### config.mk
export PLATFORM = sky130hd
export DESIGN_NAME = ecm_writeback_marker
export DESIGN_NICKNAME = d
export VERILOG_FILES = /design/src/rtl/ecc_mark_pkg.sv /design/src/rtl/ecm_classify.sv /design/src/rtl/ecm_rewrite.sv /design/src/rtl/ecm_status.sv /design/src/rtl/ecm_writeback_marker.sv
export SDC_FILE = /design/constraint.sdc
export NUM_CORES = 1
export LEC_CHECK = 0
export BUFFER_PORTS_ARGS = -buffer_cell sky130_fd_sc_hd__buf_2
export CORE_ASPECT_RATIO = 1.4
export CORE_MARGIN = 10
export CORE_UTILIZATION = 40
export CTS_CLUSTER_SIZE = 16
export DETAILED_ROUTE_END_ITERATION = 8
export PLACE_DENSITY = 0.66
export SLEW_MARGIN = 10
export SYNTH_ARGS = -nofsm -noshare
export SYNTH_HDL_FRONTEND = slang
export SYNTH_SLANG_ARGS = --single-unit
### constraint.sdc
create_clock -name clk -period 7.1 [get_ports clk]
set_input_delay 1.065 -clock clk [delete_from_list [all_inputs] [get_ports clk]]
set_output_delay 1.065 -clock clk [all_outputs]
set_load 0.1 [all_outputs]
### src/rtl/ecc_mark_pkg.sv
package ecc_mark_pkg;
    localparam int DW   = 64;
    localparam int CW   = 8;
    localparam int IDW  = 12;
    localparam int POSW = CW - 1;
    localparam int SIGW = DW - IDW;
    localparam int MAXPOS = DW + POSW;

    localparam logic [SIGW-1:0] MARK_SIG  = 52'hDEAD0BADF00D5;
    localparam logic [CW-1:0]   MARK_FLIP = 8'h03;
    localparam logic [POSW-1:0] MARK_SYN  = 7'd3;

    typedef enum logic [1:0] {WC_CLEAN, WC_CORR, WC_RAW, WC_MARKED} word_class_e;

    typedef struct packed {
        logic [DW-1:0] data;
        logic [CW-1:0] chk;
    } cword_t;

    // code position of data bit i: skips 1, 2 and every power of two
    function automatic logic [POSW-1:0] pos_of(int i);
        int p;
        p = i + 3;
        for (int k = 2; k < POSW; k++)
            if (p >= (1 << k)) p++;
        return POSW'(p);
    endfunction

    function automatic logic [CW-1:0] ecc_gen(logic [DW-1:0] d);
        logic [POSW-1:0] acc;
        acc = '0;
        for (int i = 0; i < DW; i++)
            if (d[i]) acc ^= pos_of(i);
        return {^{d, acc}, acc};
    endfunction

    function automatic logic [POSW-1:0] syndrome(cword_t w);
        logic [CW-1:0] g;
        g = ecc_gen(w.data);
        return g[POSW-1:0] ^ w.chk[POSW-1:0];
    endfunction

    function automatic word_class_e classify(cword_t w);
        logic [POSW-1:0] s;
        logic            odd;
        s   = syndrome(w);
        odd = ^{w.data, w.chk};
        if (s == '0 && !odd)
            return WC_CLEAN;
        if (odd)
            return (int'(s) <= MAXPOS) ? WC_CORR : WC_RAW;
        if (s == MARK_SYN && w.data[DW-1:IDW] == MARK_SIG)
            return WC_MARKED;
        return WC_RAW;
    endfunction

    function automatic cword_t mark_word(logic [IDW-1:0] id);
        cword_t m;
        m.data = {MARK_SIG, id};
        m.chk  = ecc_gen(m.data) ^ MARK_FLIP;
        return m;
    endfunction
endpackage

### src/rtl/ecm_classify.sv
module ecm_classify
    import ecc_mark_pkg::*;
(
    input  cword_t          word_in,
    output word_class_e     cls,
    output logic [DW-1:0]   fixed_data
);
    logic [POSW-1:0] syn;

    always_comb begin
        syn = syndrome(word_in);
        cls = classify(word_in);
        fixed_data = word_in.data;
        for (int i = 0; i < DW; i++)
            if (syn == pos_of(i) && ^{word_in.data, word_in.chk})
                fixed_data[i] = ~word_in.data[i];
    end
endmodule

### src/rtl/ecm_rewrite.sv
module ecm_rewrite
    import ecc_mark_pkg::*;
(
    input  word_class_e     cls,
    input  cword_t          word_in,
    input  logic [DW-1:0]   fixed_data,
    input  logic [IDW-1:0]  mark_id,
    output cword_t          word_out
);
    always_comb begin
        unique case (cls)
            WC_CORR: begin
                word_out.data = fixed_data;
                word_out.chk  = ecc_gen(fixed_data);
            end
            WC_RAW:  word_out = mark_word(mark_id);
            default: word_out = word_in;
        endcase
    end
endmodule

### src/rtl/ecm_status.sv
module ecm_status (
    input  logic clk,
    input  logic rst,
    input  logic set_evt,
    input  logic clr_evt,
    output logic flag
);
    always_ff @(posedge clk) begin
        if (rst)          flag <= 1'b0;
        else if (set_evt) flag <= 1'b1;
        else if (clr_evt) flag <= 1'b0;
    end

    AST_FLAG_SET: assert property (@(posedge clk) disable iff (rst)
        set_evt |=> flag);
    AST_FLAG_CLEAR: assert property (@(posedge clk) disable iff (rst)
        (clr_evt && !set_evt) |=> !flag);
    AST_FLAG_STICKY: assert property (@(posedge clk) disable iff (rst)
        (flag && !clr_evt) |=> flag);
endmodule

### src/rtl/ecm_writeback_marker.sv
module ecm_writeback_marker
    import ecc_mark_pkg::*;
(
    input  logic            clk,
    input  logic            rst,
    input  logic [IDW-1:0]  mark_id_cfg,
    input  logic            raw_clr,
    input  logic            in_valid,
    output logic            in_ready,
    input  logic [DW-1:0]   in_data,
    input  logic [CW-1:0]   in_chk,
    input  logic            in_last,
    output logic            out_valid,
    input  logic            out_ready,
    output logic [DW-1:0]   out_data,
    output logic [CW-1:0]   out_chk,
    output logic            out_last,
    output logic            raw_err_flag
);
    cword_t         word_in, word_new, word_q;
    word_class_e    cls;
    logic [DW-1:0]  fixed_data;
    logic           line_start;
    logic [IDW-1:0] id_hold, id_use;
    logic           fire;

    assign word_in  = '{data: in_data, chk: in_chk};
    assign in_ready = !out_valid || out_ready;
    assign fire     = in_valid && in_ready;
    assign id_use   = line_start ? mark_id_cfg : id_hold;

    ecm_classify u_cls (
        .word_in    (word_in),
        .cls        (cls),
        .fixed_data (fixed_data)
    );

    ecm_rewrite u_rew (
        .cls        (cls),
        .word_in    (word_in),
        .fixed_data (fixed_data),
        .mark_id    (id_use),
        .word_out   (word_new)
    );

    ecm_status u_sts (
        .clk     (clk),
        .rst     (rst),
        .set_evt (fire && cls == WC_RAW),
        .clr_evt (raw_clr),
        .flag    (raw_err_flag)
    );

    always_ff @(posedge clk) begin
        if (rst) begin
            out_valid  <= 1'b0;
            out_last   <= 1'b0;
            word_q     <= '0;
            line_start <= 1'b1;
            id_hold    <= '0;
        end else if (fire) begin
            out_valid  <= 1'b1;
            out_last   <= in_last;
            word_q     <= word_new;
            line_start <= in_last;
            id_hold    <= id_use;
        end else if (out_ready) begin
            out_valid  <= 1'b0;
        end
    end

    assign out_data = word_q.data;
    assign out_chk  = word_q.chk;

    AST_READY_WHEN_IDLE: assert property (@(posedge clk) disable iff (rst)
        !out_valid |-> in_ready);
    AST_STALL_HOLD: assert property (@(posedge clk) disable iff (rst)
        (out_valid && !out_ready) |=> (out_valid && $stable(word_q) && $stable(out_last)));
    AST_OUT_CLEAN_OR_MARKED: assert property (@(posedge clk) disable iff (rst)
        out_valid |-> (classify(word_q) == WC_CLEAN || classify(word_q) == WC_MARKED));
    AST_MARKED_PASS: assert property (@(posedge clk) disable iff (rst)
        (fire && cls == WC_MARKED) |=> (out_data == $past(in_data) && out_chk == $past(in_chk)));
    AST_RAW_MARKED: assert property (@(posedge clk) disable iff (rst)
        (fire && cls == WC_RAW) |=> (out_data[DW-1:IDW] == MARK_SIG));
endmodule

==> results of run 1 <==
worst paths after layout:
| path | to | cells past startpoint | slack, ns |
|---|---|---|---|
| worst max-delay path | out_chk[7] | 19 | 0.93 |
| worst min-delay path | out_last | 2 | 0.46 |
| worst max register to register | out_chk[7] | 10 | 4.44 |
| worst min register to register | out_last | 2 | 0.46 |
state kept, by name, summed over array words and instances, names as in the netlist:
| register | flops |
|---|---|
| id_hold | 12 |
| line_start | 1 |
| out_chk | 8 |
| out_data | 64 |
| out_last | 1 |
| out_valid | 1 |
| u_sts.flag | 1 |
synth_stat cells, drive strengths merged, types with 9 or more instances:
cell type    n
inv         32
ha          28
a21oi       80
nor2       150
a221oi       9
a21o        10
nand3        9
dfxtp       88
o311ai      14
o21ai       78
xnor2      219
nand2       82
clkbuf      58
mux2i        9
buf         22
nor3        75
xnor3       37
xor2        50
nand4       11
nor4        11
a211oi      29
cell families (layout without fill, tap and decap cells):
logic type,Yosys count,in the layout,synth area share [%]
buffers and inverters,114,243,5.47
AO/OA/AOI/OAI,266,266,17.1
XOR/XNOR,314,314,37.0
adder cells (fa/ha/maj),28,28,3.59
multiplexers,12,12,1.27
AND/OR/NAND/NOR,360,360,17.5
flip-flops,88,88,18.1
critical path: stages:
cell and delay (ns):
buf_2 0.19, inv_1 0.06, ha_1 0.30, xnor2_1 0.47
xnor2_1 0.18, xnor2_1 0.24, xnor3_1 0.29, xnor2_1 0.33
nand3_2 0.37, buf_4 0.36, nor4_2 0.35, xnor2_1 0.29
xnor3_1 0.46, xor2_1 0.31, xnor3_1 0.47, xnor2_1 0.16
xnor3_1 0.23, o21a_1 0.18, nor3_2 0.13
stage by stage:
stage | cell area [um^2] | instances | worst slack, ns | utilization, % | hold slack [ns]
5_1_grt | 11100 | 1621 | 0.724 | 46.2 | 0.475
3_3_place_gp | 10800 | 1605 | 0.625 | 44.9 | 0.443
4_1_cts | 11100 | 1621 | 1.03 | 46.2 | 0.458
2_1_floorplan | 9750 | 1182 | 1.87 | - | 0.459
3_5_place_dp | 10800 | 1605 | 0.707 | 44.9 | 0.450
6_report | 11100 | 1621 | 0.931 | 46.2 | 0.456
routing by layer:
layer | wire length, um | vias to the layer above | part of all wire [%] | global-route usage, %
met5 | 0 | - | 0 | 0
met4 | 3630 | 0 | 8.2 | 19.9
met1 | 16100 | 4576 | 37 | 30.1
met3 | 3120 | 166 | 7.1 | 4.24
met2 | 21100 | 525 | 48 | 45.6
li1 | - | 4339 | - | -
cell type report:
class	count	area [um^2]	share of cell area [%]
Multi-Input combinational cell	980	7460	67.3
Clock buffer	9	225	2.03
Inverter	34	128	1.15
Timing Repair Buffer	193	1040	9.35
Clock inverter	7	78.8	0.712
Sequential cell	88	1760	15.9
Tap cell	310	388	3.50
==> impl_metrics.csv, run 1 <==
group,metric,value,unit
grt,track_usage,26.9,%
route,wl_per_cell,27.1,um
grt,grt_overflow,0,
synth,synth.distinct_cells,76,
synth,ys.flop_type,"dfxtp_1",
timing,period_share,86.9,%
clocking,hold_buffers,0,
critical_path,required,7.38,ns
die,die_w,152,um
grt,grt_max_degree,89,
synth,async_flop_share,0,%
timing,final-hold-violation-count,0,
run_status,status,"complete, no violations",
flow_run,cap_viol_max_count,0,
critical_path,end_kind,"flop",
die,start_util,40.7,%
final_layout,final_layout_size_suffix_gt1_share,21.6,%
synth,netlist_area,9750,um^2
grt,grt_pass1_vias,9458,
timing,setup-violations-final,0,
final_layout,antennaDiodeCount,0,
synth,yosysTopAreaCell,"dfxtp_1",
final_layout,area_growth,13.6,%
timing,slew_viol_final,0,
clocking,cts_buffers,9,
final_layout,final_common_cell,"xnor2_1",
synth,syn_inst,1182,
critical_path,r2r_start,"line_start",
placement,place_hpwl,35500,um
timing,worst_slew_pin_slew,0.965,ns
synth,synth_top_area_share,18.1,%
route,first_pass_iters,6,
timing,max_freq,162,MHz
die,fp.dieH,205,um
clocking,htreeDepth,3,
final_layout,layout_common_cells,"199 x xnor2_1, 165 x buf_2, 147 x nor2_1",
clocking,ctsRootBufferMaster,"clkbuf_16",
timing,rsz0062_at_grt,"false",
critical_path,path_class,"input port to flop",
critical_path,crit_fanout,12,
route,num_vias,9606,
clocking,cts.path.max_buffers,2,
hold_path,min_from,"out_last",
synth,synthTopCellsByArea,"dfxtp_1 18%, xnor2_1 18%, xnor3_1 6.2%",
route,drt_iter0_drc,1046,
synth,ys_warn_count,0,
route,drcViolationCount,0,
clocking,clk_pin_slew,0.06,ns
route,via_per_inst,5.93,
clocking,insertion_delay,0.36,ns
critical_path,cp-start-kind,"input port",
timing,fin_setup_tns,0,ns
synth,ys_seq_elements,88,
clocking,post_cts_buffers,0,
hold_path,min_path_type,"flop to flop",
timing,slew_headroom,35.4,%
synth,synth-edff-count,0,
placement,io_buffers,165,
synth,synth-seq-area-share,18.1,%
grt,grt_pass1_wl,63400,um
critical_path,cp.arrival,6.45,ns
critical_path,timing.critical_path.from,"in_data[26]",
final_layout,nNetsFinal,1424,
timing,period_minus_slack,6.17,ns
die,die_area,31100,um^2
grt,antenna_found_initial,0,
die,coreArea,24000,um^2
final_layout,fillers,2493,
synth,post_synth.cell_area_avg,8.25,um^2
route,antenna_left,0,
clocking,tritoncts,"done",
route,routed_wl,44000,um
timing,fin_skew,0.00746,ns
placement,globalplace.congestion,1.08,
die,io_pins,166,
synth,syn_nets,1300,
die,rows,67,
clocking,cts_resized,0,
clocking,clock-sinks,88,
Power of run 1 is not shown: default switching activity piles up to over one toggle a cycle in this logic, so the estimate is an artifact.
==> inputs of run 2 (changes only) <==
==> constraint.sdc (replaced) <==
create_clock -name clk -period 7.1 [get_ports clk]
set_input_delay 0.355 -clock clk [delete_from_list [all_inputs] [get_ports clk]]
set_output_delay 0.355 -clock clk [all_outputs]
set_load 0.1 [all_outputs]
==> impl_metrics.csv, run 2 (same netlist as run 1, synthesis figures left out) <==
group,metric,value,unit
run_status,status,"complete, no violations",
final_layout,nNetsFinal,1419,
route,drt_iter0_drc,905,
timing,fin_skew,0.00887,ns
clocking,clock-sinks,88,
timing,max_freq,172,MHz
timing,rsz0062_at_grt,"false",
grt,grt_pass1_vias,9530,
critical_path,worstPathCellList,"buf_2 > xnor3_1 > xnor3_1 > xor2_1 > xor3_2 > nand2_1 > nor2_1 > a21o_1 > ha_2 > nor2_1 > buf_4 > nand2_1 > o311ai_0 > o21ai_0 > nor2_1",
route,num_vias,9665,
final_layout,final_cells,1616,
grt,grt_pass1_wl,65400,um
clocking,ctsRootBufferMaster,"clkbuf_16",
hold_path,min_path_type,"input port to flop",
clocking,htreeDepth,3,
clocking,clk_pin_slew,0.06,ns
final_layout,fillers,2518,
route,first_pass_iters,5,
flow_run,cap_viol_max_count,0,
route,routed_wl,44800,um
die,start_util,40.7,%
clocking,tritoncts,"done",
timing,setup-violations-final,0,
critical_path,path_class,"input port to flop",
placement,globalplace.congestion,1.01,
grt,grt_overflow,0,
placement,io_buffers,165,
placement,place_inst,1600,
grt,grt_max_degree,89,
grt,antenna_found_initial,0,
route,via_per_inst,5.98,
timing,worst_slew_pin_slew,1.10,ns
clocking,cts_resized,0,
clocking,cts.path.max_buffers,2,
final_layout,layout_common_cells,"199 x xnor2_1, 165 x buf_2, 147 x nor2_1",
die,io_pins,166,
critical_path,worst-path-buf-inv,2,
die,die_area,31100,um^2
critical_path,cp-start-kind,"input port",
critical_path,crit_path_frequent_cell,"nor2_1",
clocking,cts_buffers,9,
timing,fin_ws,1.28,ns
die,rows,67,
critical_path,crit_fanout,18,
final_layout,final_layout_size_suffix_gt1_share,21.2,%
timing,period_minus_slack,5.82,ns
final_layout,largest_reg_flops,64,
timing,fin_setup_tns,0,ns
final_layout,final_common_cell,"xnor2_1",
route,drcViolationCount,0,
critical_path,cpPeakStageDelay,0.73,ns
final_layout,area_growth,13.3,%
timing,period_share,82.0,%
critical_path,slowest_stage,"o311ai_0",
critical_path,cp.arrival,6.10,ns
critical_path,critPathTopFamily,"XOR/XNOR gates",
grt,track_usage,27.7,%
clocking,post_cts_buffers,0,
placement,place_hpwl,36200,um
route,antenna_left,0,
placement,pre_cts_slack,1.17,ns
die,coreArea,24000,um^2
route,wl_per_cell,27.7,um
clocking,hold_buffers,0,
clocking,insertion_delay,0.36,ns
die,fp.dieH,205,um
final_layout,antennaDiodeCount,0,
timing,slew_headroom,26.2,%
critical_path,end_kind,"flop",
timing,final-hold-violation-count,0,
timing,slew_viol_final,0,
critical_path,required,7.39,ns
die,die_w,152,um
## run 2: worst register-to-register path: stages, from the launching register on
cell,delay [ns]
dfxtp_1,0.31
nand2b_1,0.13
and2_4,0.44
buf_4,0.66
o21ai_0,0.46
a211oi_1,0.66
nor3_1,0.10
## run 2: path summary, 6_finish.rpt
kind | slack, ns | start | cells past startpoint | endpoint
worst max register to register | 4.20 | out_valid | 6 | out_data[11]
worst min-delay path | 0.22 | in_last | 3 | line_start
worst max-delay path | 1.28 | in_data[8] | 15 | out_data[44]
worst min register to register | 0.46 | out_last | 2 | out_last
## run 2: per-layer routing
metal / share of wire (%) / global-route usage, % / wire (um) / vias to the layer above
met1: 38 / 31.9 / 17000 / 4675
li1: - / - / - / 4336
met2: 48 / 47.1 / 21700 / 510
met3: 6.3 / 3.65 / 2840 / 144
met4: 7.2 / 19.1 / 3240 / 0
met5: 0 / 0 / 0 / -
## run 2: stage by stage
step	area (um^2)	util (%)	hold slack (ns)
2_1_floorplan	9750	-	0.459
4_1_cts	11000	46.1	0.217
5_1_grt	11000	46.1	0.245
3_5_place_dp	10700	44.8	0.449
6_report	11000	46.1	0.221
3_3_place_gp	10700	44.8	0.440
## run 2: area by class of cell
cell class	instances	area, um^2	share of cell area [%]
well taps	310	388	3.51
flip-flops and latches	88	1760	15.9
clock inverters	6	83.8	0.759
inverters	34	128	1.16
repair buffers	188	998	9.04
clock buffers	10	229	2.07
multi-input cells	980	7460	67.5
Power of run 2 is left out for the same reason.
==> inputs of run 3 (changes only) <==
--- a/config.mk
+++ b/config.mk
@@ -11,7 +11,7 @@
 export CORE_UTILIZATION = 40
 export CTS_CLUSTER_SIZE = 16
 export DETAILED_ROUTE_END_ITERATION = 8
-export PLACE_DENSITY = 0.66
+export PLACE_DENSITY = 0.68
 export SLEW_MARGIN = 10
 export SYNTH_ARGS = -nofsm -noshare
 export SYNTH_HDL_FRONTEND = slang
==> constraint.sdc (replaced) <==
create_clock -name clk -period 4.85 [get_ports clk]
set_input_delay 0.2425 -clock clk [delete_from_list [all_inputs] [get_ports clk]]
set_output_delay 0.2425 -clock clk [all_outputs]
set_load 0.1 [all_outputs]
==> impl_metrics.csv, run 3 (same netlist as run 1, synthesis figures left out) <==
group,metric,value,unit
run_status,status,"complete, no violations",
die,rows,67,
final_layout,largest_reg_flops,64,
timing,setup-violations-final,0,
critical_path,critPathTopFamily,"XOR/XNOR gates",
clocking,tritoncts,"done",
timing,worst_slew_pin_slew,0.988,ns
critical_path,worstRegToRegCells,9,
timing,period_minus_slack,4.63,ns
clocking,insertion_delay,0.35,ns
final_layout,final_common_cell,"buf_4",
die,fp.dieH,205,um
route,first_pass_iters,5,
die,die_area,31100,um^2
timing,max_freq,216,MHz
critical_path,worstPathCellList,"buf_2 > xnor3_1 > xnor3_2 > xnor3_2 > xnor2_4 > buf_4 > nand4_4 > a211oi_1 > xnor2_1 > xnor2_1 > xnor2_1 > buf_4 > xnor2_1 > xnor3_1 > xnor3_1 > o21a_1 > nor3_2",
critical_path,endpoint,"out_chk[7]",
grt,grt_overflow,0,
route,routed_wl,46500,um
grt,antenna_found_initial,1,
route,num_vias,10301,
placement,io_buffers,165,
critical_path,reg2reg_slack,1.65,ns
timing,fin_setup_tns,0,ns
timing,period_share,95.6,%
grt,grt_max_degree,89,
critical_path,crit_fanout,5,
critical_path,required,5.14,ns
grt,grt_pass1_wl,67500,um
clocking,hold_buffers,0,
final_layout,nNetsFinal,1640,
route,wl_per_cell,25.3,um
hold_path,min_path_type,"input port to flop",
critical_path,end_kind,"flop",
critical_path,r2r_end,"out_chk[7]",
die,io_pins,166,
die,coreArea,24000,um^2
timing,fin_skew,0.0111,ns
critical_path,r2r_start,"line_start",
grt,track_usage,28.7,%
route,drt_iter0_drc,936,
final_layout,area_growth,31.6,%
critical_path,timing.critical_path.from,"in_data[12]",
route,drcViolationCount,0,
critical_path,cp.arrival,4.92,ns
placement,globalplace.congestion,1.03,
timing,slew_viol_final,0,
critical_path,path_class,"input port to flop",
critical_path,cpPeakStageDelay,0.52,ns
final_layout,final_layout_size_suffix_gt1_share,32.8,%
critical_path,worst-path-buf-inv,3,
final_layout,layout_common_cells,"239 x buf_4, 199 x xnor2_1, 165 x buf_2",
clocking,clock-sinks,88,
grt,grt_pass1_vias,10339,
clocking,cts_buffers,9,
timing,rsz0062_at_grt,"false",
clocking,ctsRootBufferMaster,"clkbuf_16",
clocking,cts.path.max_buffers,2,
clocking,htreeDepth,3,
timing,slew_headroom,34.0,%
timing,final-hold-violation-count,0,
placement,place_hpwl,39000,um
die,start_util,40.7,%
die,die_w,152,um
clocking,clk_pin_slew,0.07,ns
route,via_per_inst,5.61,
critical_path,cp.depth,17,
flow_run,cap_viol_max_count,0,
critical_path,slowest_stage,"xnor3_2",
critical_path,cp-start-kind,"input port",
critical_path,crit_path_frequent_cell,"xnor2_1",
route,antenna_left,0,
## run 3: metal layers
layer  vias up  share of wire [%]  global-route usage [%]
li1       4774                  -                       -
met1      4963                 38                    32.5
met2       446                 50                    50.2
met3       118                6.0                    3.59
met4         0                6.6                    17.9
met5         -                  0                       0
## run 3: worst min-delay path by stage
stage	endpoint	from	slack, ns	cells after the start
2_1_floorplan	line_start	in_last	0.36	2
3_3_place_gp	out_last	out_last	0.44	2
3_5_place_dp	out_chk[1]	out_chk[1]	0.45	2
4_1_cts	line_start	in_last	0.10	3
5_1_grt	line_start	in_last	0.12	3
6_report	line_start	in_last	0.11	3
## run 3: layout make-up
| type | instances | area, um^2 |
|---|---|---|
| inverter | 34 | 128 |
| clock buffer | 11 | 243 |
| clock inverter | 4 | 101 |
| fill | 2372 | 11100 |
| tap | 310 | 388 |
| multi-input combinational | 980 | 7490 |
| sequential | 88 | 1760 |
| antenna | 1 | 2.50 |
| timing repair buffer | 409 | 2720 |
## run 3: repair_timing
item                       CTS  global route
resized for setup            0             4
setup endpoints to repair    0             1
setup buffers                0             0
## run 3: metrics by stage
stage / instance area (um^2) / instances / utilization (%) / setup WS (ns) / hold slack, ns
after floorplan: 9750 / 1182 / - / 0.440 / 0.360
after global placement: 12500 / 1821 / 52.0 / -0.344 / 0.443
after detailed placement: 12500 / 1821 / 52.0 / -0.249 / 0.448
after CTS: 12800 / 1836 / 53.4 / 0.0845 / 0.101
after global routing: 12800 / 1837 / 53.5 / 0.000282 / 0.115
final: 12800 / 1837 / 53.5 / 0.216 / 0.105
## run 3: tightest hold or removal path, stage by stage
cell and delay (ns):
buf_2 0.07, nand2_1 0.06, nand2_1 0.06
Power of run 3 is left out for the same reason.
